==> src/rtl/pfx_pkg.sv <==
package pfx_pkg;

    // segment override codes
    localparam logic [2:0] SEG_NONE = 3'd0;
    localparam logic [2:0] SEG_ES   = 3'd1;
    localparam logic [2:0] SEG_CS   = 3'd2;
    localparam logic [2:0] SEG_SS   = 3'd3;
    localparam logic [2:0] SEG_DS   = 3'd4;
    localparam logic [2:0] SEG_FS   = 3'd5;
    localparam logic [2:0] SEG_GS   = 3'd6;

    // repeat kind codes
    localparam logic [1:0] REP_NONE = 2'd0;
    localparam logic [1:0] REP_NE   = 2'd1;
    localparam logic [1:0] REP_E    = 2'd2;

    // opcode lead bytes that need no extra cycles
    localparam logic [7:0] LEAD_VEC  = 8'h62;
    localparam logic [7:0] LEAD_MSK0 = 8'hC4;
    localparam logic [7:0] LEAD_MSK1 = 8'hC5;
    localparam logic [7:0] LEAD_ESC  = 8'h0F;

    typedef struct packed {
        logic       legacy;
        logic       rex;
        logic       opsz;
        logic       adsz;
        logic       lock;
        logic [2:0] seg;
        logic [1:0] rep;
    } byte_cls_t;

    typedef struct packed {
        logic       opsz;
        logic       adsz;
        logic       lock;
        logic [2:0] seg;
        logic [1:0] rep;
        logic       rex_v;
        logic [3:0] rex_wrxb;
        logic       vec;
        logic       mask;
        logic       esc;
    } pfx_attr_t;

endpackage

==> src/rtl/pfx_byte_class.sv <==
module pfx_byte_class
    import pfx_pkg::*;
(
    input  logic [7:0] b,
    output byte_cls_t  cls
);
    always_comb begin
        cls = '0;
        unique case (b)
            8'h66: begin cls.legacy = 1'b1; cls.opsz = 1'b1; end
            8'h67: begin cls.legacy = 1'b1; cls.adsz = 1'b1; end
            8'hF0: begin cls.legacy = 1'b1; cls.lock = 1'b1; end
            8'hF2: begin cls.legacy = 1'b1; cls.rep = REP_NE; end
            8'hF3: begin cls.legacy = 1'b1; cls.rep = REP_E; end
            8'h26: begin cls.legacy = 1'b1; cls.seg = SEG_ES; end
            8'h2E: begin cls.legacy = 1'b1; cls.seg = SEG_CS; end
            8'h36: begin cls.legacy = 1'b1; cls.seg = SEG_SS; end
            8'h3E: begin cls.legacy = 1'b1; cls.seg = SEG_DS; end
            8'h64: begin cls.legacy = 1'b1; cls.seg = SEG_FS; end
            8'h65: begin cls.legacy = 1'b1; cls.seg = SEG_GS; end
            default: cls.rex = (b[7:4] == 4'h4);
        endcase
    end
endmodule

==> src/rtl/pfx_scan.sv <==
module pfx_scan
    import pfx_pkg::*;
#(
    parameter int WIN_BYTES = 15,
    parameter int OFF_W     = $clog2(WIN_BYTES + 1)
) (
    input  logic [8*WIN_BYTES-1:0] win,
    output pfx_attr_t              attr,
    output logic [OFF_W-1:0]       offset,
    output logic                   legacy
);
    logic [7:0] byt [WIN_BYTES];
    byte_cls_t  cls [WIN_BYTES];

    genvar g;
    generate
        for (g = 0; g < WIN_BYTES; g++) begin : g_byte
            assign byt[g] = win[8*g +: 8];
            pfx_byte_class u_cls (
                .b  (byt[g]),
                .cls(cls[g])
            );
        end
    endgenerate

    // end of the prefix run
    always_comb begin
        logic hit;
        hit    = 1'b0;
        offset = OFF_W'(WIN_BYTES);
        for (int i = 0; i < WIN_BYTES; i++) begin
            if (!hit && !(cls[i].legacy || cls[i].rex)) begin
                offset = OFF_W'(i);
                hit    = 1'b1;
            end
        end
    end

    // accumulate attributes over the run, later bytes overriding
    always_comb begin
        attr   = '0;
        legacy = 1'b0;
        for (int i = 0; i < WIN_BYTES; i++) begin
            if (OFF_W'(i) < offset) begin
                legacy    = legacy | cls[i].legacy;
                attr.opsz = attr.opsz | cls[i].opsz;
                attr.adsz = attr.adsz | cls[i].adsz;
                attr.lock = attr.lock | cls[i].lock;
                if (cls[i].seg != SEG_NONE) attr.seg = cls[i].seg;
                if (cls[i].rep != REP_NONE) attr.rep = cls[i].rep;
            end
        end
        for (int i = 1; i < WIN_BYTES; i++) begin
            if (OFF_W'(i) == offset && cls[i-1].rex) begin
                attr.rex_v    = 1'b1;
                attr.rex_wrxb = byt[i-1][3:0];
            end
        end
        for (int i = 0; i < WIN_BYTES; i++) begin
            if (OFF_W'(i) == offset) begin
                attr.vec  = (byt[i] == LEAD_VEC);
                attr.mask = (byt[i] == LEAD_MSK0) || (byt[i] == LEAD_MSK1);
                attr.esc  = (byt[i] == LEAD_ESC);
            end
        end
    end
endmodule

==> src/rtl/pfx_decode_stage.sv <==
module pfx_decode_stage
    import pfx_pkg::*;
#(
    parameter int WIN_BYTES = 15,
    parameter int PEN_CYC   = 2
) (
    input  logic                   clk,
    input  logic                   rst_n,
    input  logic                   in_valid,
    input  logic [8*WIN_BYTES-1:0] in_bytes,
    output logic                   in_ready,
    output logic                   out_valid,
    output logic                   out_opsz,
    output logic                   out_adsz,
    output logic                   out_lock,
    output logic [2:0]             out_seg,
    output logic [1:0]             out_rep,
    output logic                   out_rex_valid,
    output logic [3:0]             out_rex_wrxb,
    output logic                   out_vec,
    output logic                   out_mask,
    output logic                   out_esc,
    output logic [$clog2(WIN_BYTES+1)-1:0] out_offset,
    output logic                   stall
);
    localparam int OFF_W = $clog2(WIN_BYTES + 1);
    localparam int CNT_W = $clog2(PEN_CYC + 1);
    localparam logic [CNT_W-1:0] PEN_LOAD = CNT_W'(PEN_CYC);

    typedef struct packed {
        logic [CNT_W-1:0] cnt;
        pfx_attr_t        pend_a;
        logic [OFF_W-1:0] pend_off;
        pfx_attr_t        out_a;
        logic [OFF_W-1:0] out_off;
        logic             out_v;
    } st_t;

    st_t s_d, s_q;

    pfx_attr_t        scan_a;
    logic [OFF_W-1:0] scan_off;
    logic             scan_leg;

    pfx_scan #(
        .WIN_BYTES(WIN_BYTES),
        .OFF_W    (OFF_W)
    ) u_scan (
        .win   (in_bytes),
        .attr  (scan_a),
        .offset(scan_off),
        .legacy(scan_leg)
    );

    always_comb begin
        s_d       = s_q;
        s_d.out_v = 1'b0;
        if (s_q.cnt != '0) begin
            s_d.cnt = s_q.cnt - 1'b1;
            if (s_q.cnt == CNT_W'(1)) begin
                s_d.out_a   = s_q.pend_a;
                s_d.out_off = s_q.pend_off;
                s_d.out_v   = 1'b1;
            end
        end else if (in_valid) begin
            if (scan_leg) begin
                s_d.cnt      = PEN_LOAD;
                s_d.pend_a   = scan_a;
                s_d.pend_off = scan_off;
            end else begin
                s_d.out_a   = scan_a;
                s_d.out_off = scan_off;
                s_d.out_v   = 1'b1;
            end
        end
    end

    always_ff @(posedge clk) begin
        if (!rst_n) s_q <= '0;
        else        s_q <= s_d;
    end

    assign in_ready      = (s_q.cnt == '0);
    assign stall         = (s_q.cnt != '0);
    assign out_valid     = s_q.out_v;
    assign out_opsz      = s_q.out_a.opsz;
    assign out_adsz      = s_q.out_a.adsz;
    assign out_lock      = s_q.out_a.lock;
    assign out_seg       = s_q.out_a.seg;
    assign out_rep       = s_q.out_a.rep;
    assign out_rex_valid = s_q.out_a.rex_v;
    assign out_rex_wrxb  = s_q.out_a.rex_wrxb;
    assign out_vec       = s_q.out_a.vec;
    assign out_mask      = s_q.out_a.mask;
    assign out_esc       = s_q.out_a.esc;
    assign out_offset    = s_q.out_off;


    stall_no_result_chk: assert property (@(posedge clk) disable iff (!rst_n)
        stall |-> !out_valid);

    stall_release_chk: assert property (@(posedge clk) disable iff (!rst_n)
        $fell(stall) |-> out_valid);

    accept_progress_chk: assert property (@(posedge clk) disable iff (!rst_n)
        (in_valid && in_ready) |=> (out_valid || stall));

    lead_kind_chk: assert property (@(posedge clk) disable iff (!rst_n)
        out_valid |-> $onehot0({out_vec, out_mask, out_esc}));

    rex_position_chk: assert property (@(posedge clk) disable iff (!rst_n)
        (out_valid && out_rex_valid) |-> (out_offset != '0));

    no_opcode_chk: assert property (@(posedge clk) disable iff (!rst_n)
        (out_valid && out_offset == OFF_W'(WIN_BYTES))
            |-> !(out_vec || out_mask || out_esc || out_rex_valid));
endmodule

==> config.mk <==
export PLATFORM = sky130hd
export DESIGN_NAME = pfx_decode_stage
export DESIGN_NICKNAME = d
export VERILOG_FILES = /design/src/rtl/pfx_pkg.sv /design/src/rtl/pfx_byte_class.sv /design/src/rtl/pfx_scan.sv /design/src/rtl/pfx_decode_stage.sv
export SDC_FILE = /design/constraint.sdc
export NUM_CORES = 1
export LEC_CHECK = 0
export ABC_CLOCK_PERIOD_IN_PS = 4000
export BUFFER_PORTS_ARGS = -buffer_cell sky130_fd_sc_hd__buf_2
export CELL_PAD_IN_SITES_DETAIL_PLACEMENT = 1
export CELL_PAD_IN_SITES_GLOBAL_PLACEMENT = 2
export CORE_UTILIZATION = 29
export DETAILED_ROUTE_END_ITERATION = 10
export MAX_ROUTING_LAYER = met4
export PLACE_DENSITY_LB_ADDON = 0.1
export SYNTH_ARGS = -nofsm -noshare
export SYNTH_HDL_FRONTEND = slang
export SYNTH_SLANG_ARGS = --single-unit
==> constraint.sdc <==
create_clock -name clk -period 4 [get_ports clk]
set_input_delay 1.2 -clock clk [delete_from_list [all_inputs] [get_ports clk]]
set_output_delay 1.2 -clock clk [all_outputs]
set_load 0.01 [all_outputs]
==> qor.txt <==
Aggregate routed wire length = 54,860 um
Share of cells above drive strength 1 = 50.25%
RR Startpoint = s_q[41]
Crit share post-route = 105.1%
CTS clock-pin slew for the worst setup and hold paths = 0.06 ns
Initial antenna violation count = 1
Top post-synthesis cells by area = dfxtp_1 10%, nor2_1 6.6%, nand2_1 5.4%
Max-cap violation count = 0
LEAKAGE = 0.006689 uW
Final setup fails = 33
Vias/cell = 5.873
Relative slew slack = 30.39%
Tot GR Track Use = 36.06%
Seq pwr share = 24.7%
Finished Cell Area = 0.01569 sq mm
Area Growth Syn to Fin = 84.48%
Critical R2R Capture = out_rex_wrxb[2]
Comb pwr share = 45.2%
Synth async-reset ratio = 0%
Final worst slack = -0.2057 ns
Number of synthesized flops with an enable pin = 0
Switch Pwr = 605.4 uW
Core area = 0.02878 sq mm
Antenna viol nets, final = 0
CP Class = in2reg
FF+latch count, synth = 43
RSZ-0062 raised after global routing = yes
Yosys warns = 0
CTS Hold Bufs = 0
Cell at the slowest stage of the critical path = or3_4
Setup TNS = -2.665 ns
Min-delay src = out_offset[0]
Clk Latency, worst-skew pair = 0.29 ns
Hpwl dp = 45,170 um
Slew Limit Fails = 0
Post-Syn Nets = 1,405
Filler-free cell count of the finished design = 2,359
I/O Pins = 146
Hold Path Sink = out_offset[0]
Post-layout nets = 2,096
Crit path arrival time = 4.36 ns
Vias in the first global route = 14,270
Post-synth cell types = 110
Skew final = 0.005461 ns
Main synth FF type = dfxtp_1
Deepest clock path buffer count = 2
Largest net degree at the start of global routing = 20
CP max FO = 10
Placed cell count = 2,285
Hold/Removal Path Class = reg2reg
Initial DRC count = 1,022
Clk pwr share = 30.1%
Die Span Y = 173.3 um
Layout fillers = 3,650
Total number of vias = 13,850
Multi-input logic area = 0.008233 sq mm
Tmin final = 4.206 ns
Post-DP Area = 0.01373 sq mm
Starting Density = 29.56%
CTS tree = built
Synthesized area = 0.008507 sq mm
Power per cell area = 112.6 mW/mm^2
Largest area contributor in the netlist = dfxtp_1
Min-Delay Path Depth = 2
CP required = 4.16 ns
Critical path's most frequent cell = buf_4
R2R Setup Slk = 2.01 ns
Worst VDD drop = 170.4 uV
Startpoint types = input port
Num CTS Buffers = 5
GRT Residual Overflow = 0
H-tree depth reported by CTS = 2
Die area = 0.03002 sq mm
Drt pass-1 iters = 6
Hold Vio Cnt, Final = 0
# DRC = 0
Int Pwr = 1162 uW
Num rows = 62
Avg Inst Size Synth = 6.636 sq um
Port Buffer Count = 145
Clock Sinks = 43
Worst slew pin tran = 1.031 ns
Cell Chain, Critical Path = buf_6 > or3b_4 > or3_4 > o211ai_4 > buf_4 > or2_4 > nand4_1 > buf_6 > nor4_4 > a2111oi_2 > buf_4 > o2111ai_1 > nor2_1 > buf_4 > nor3_1 > buf_4 > a211oi_1
Worst setup EP type = flop
Mapped Cells = 1,282
Max Freq = 237.8 MHz
Root Driver = clkbuf_16
Violated checks = setup timing
Worst path max stage delay = 0.42 ns
First-pass GRT wire length = 82,570 um
Worst Reg-to-Reg Cells = 5
Share of the yosys chip area belonging to registers = 10.12%
Die W = 173.3 um
Register area = 860.8 sq um
Min Hold Slack = 0.4520 ns
Wire per inst = 23.26 um
Yosys top cell area share = 10.12%
Outcome = finished with violations
Sw frac = 34.24%
Routability cong. = 1.008
## cell usage after synthesis, types with 11 or more instances
master    instances
nor2_1          150
nand2_1         122
nor3_1           82
nand3_1          69
nand4_1          55
a21oi_1          49
clkbuf_1         45
dfxtp_1          43
o21ai_0          37
a31oi_1          35
nor4_1           35
inv_1            29
nand2b_1         28
buf_2            27
a211oi_1         23
nor2b_1          22
and3_1           20
o21ai_1          17
a22o_1           16
buf_4            16
or3_1            16
nor3b_1          14
o32ai_1          14
and2_1           13
o211ai_1         13
and4_1           12
a22oi_1          11
o22ai_1          11
## how the worst max path moves through the flow
| stage | slack (ns) | start | end |
|---|---|---|---|
| after floorplan | -0.15 | in_bytes[19] | out_vec |
| after CTS | -0.06 | in_bytes[18] | s_q[27] |
| final | -0.21 | in_bytes[3] | s_q[26] |
| after global routing | -0.25 | in_bytes[63] | s_q[38] |
| after detailed placement | -1.14 | in_bytes[19] | out_esc |
| after global placement | -1.06 | in_bytes[19] | out_esc |
## cell type report
| type | count | share of cell area, % |
|---|---|---|
| Clock inverter | 3 | 0.4305 |
| Inverter | 31 | 0.7415 |
| Tap cell | 384 | 3.061 |
| Timing Repair Buffer | 777 | 37.01 |
| Antenna cell | 1 | 0.01595 |
| Sequential cell | 43 | 5.485 |
| Clock buffer | 5 | 0.7973 |
| Multi-Input combinational cell | 1115 | 52.46 |
## critical path, delay by kind of cell
kind | cells | cell delay, ns
AOI/OAI and AO/OA | 4 | 0.47
buffers and inverters | 6 | 0.96
and+or+nand+nor | 7 | 1.72
## through the flow
step	worst slack, ns	util (%)	total power [uW]
after floorplan	-0.1522	-	719.9
after global placement	-1.060	47.72	1139
after detailed placement	-1.142	47.72	1155
after CTS	-0.06486	52.48	1731
after global routing	-0.2459	54.53	1838
final	-0.2057	54.53	1768
## sequential cells by signal, indices dropped and copies added (netlist names), 2 cells and up
name and flops:
out_rex_wrxb 4, out_seg 3, out_rep 2, s_q 22, out_offset 4
## repair_timing
item	4_1_cts	5_1_grt
gates resized for setup	158	95
pin swaps	60	50
buffers inserted	43	20
endpoints found under the setup margin	42	41
gates cloned	4	2
## power groups by stage
stage	logic, uW	clock network, uW	registers, uW
detailed placement	709	0	446
finish	800	532	437
floorplan	275	0	445
CTS	762	533	436
global route	850	551	437
global placement	694	0	446
## placed cells by master, fill, tap and decap left out, types with 9 or more instances in the layout
cell type and n:
a211oi_1 16, a21oi_1 42, a22o_1 16, a22oi_1 10, a31oi_1 31, and2_1 12
and3_1 19, buf_12 13, buf_2 142, buf_4 584, buf_6 34, dfxtp_1 43
inv_1 29, nand2_1 116, nand2b_1 28, nand3_1 61, nand3b_1 10, nand4_1 55
nor2_1 138, nor2_2 10, nor2b_1 22, nor3_1 61, nor3_2 15, nor3_4 9
nor3b_1 9, nor4_1 24, o211ai_1 13, o21ai_0 23, o21ai_1 21, o21ai_2 10
o22ai_1 10, o32ai_1 10, or3_1 12
## layer usage
layer,GRT usage (%),vias up,routed length (um)
met1,44.46,6828,23360
li1,-,6405,-
met2,60.59,498,26030
met3,4.057,123,3174
met5,-,-,0
met4,12.72,0,2297
## kinds of logic after synthesis
logic type,synth area share [%]
simple gates,48.10
buf+inv,6.972
xor+xnor,1.132
compound gates,32.34
mux,1.338
flops,10.12
Note: power is estimated with default switching activity, not from simulation.
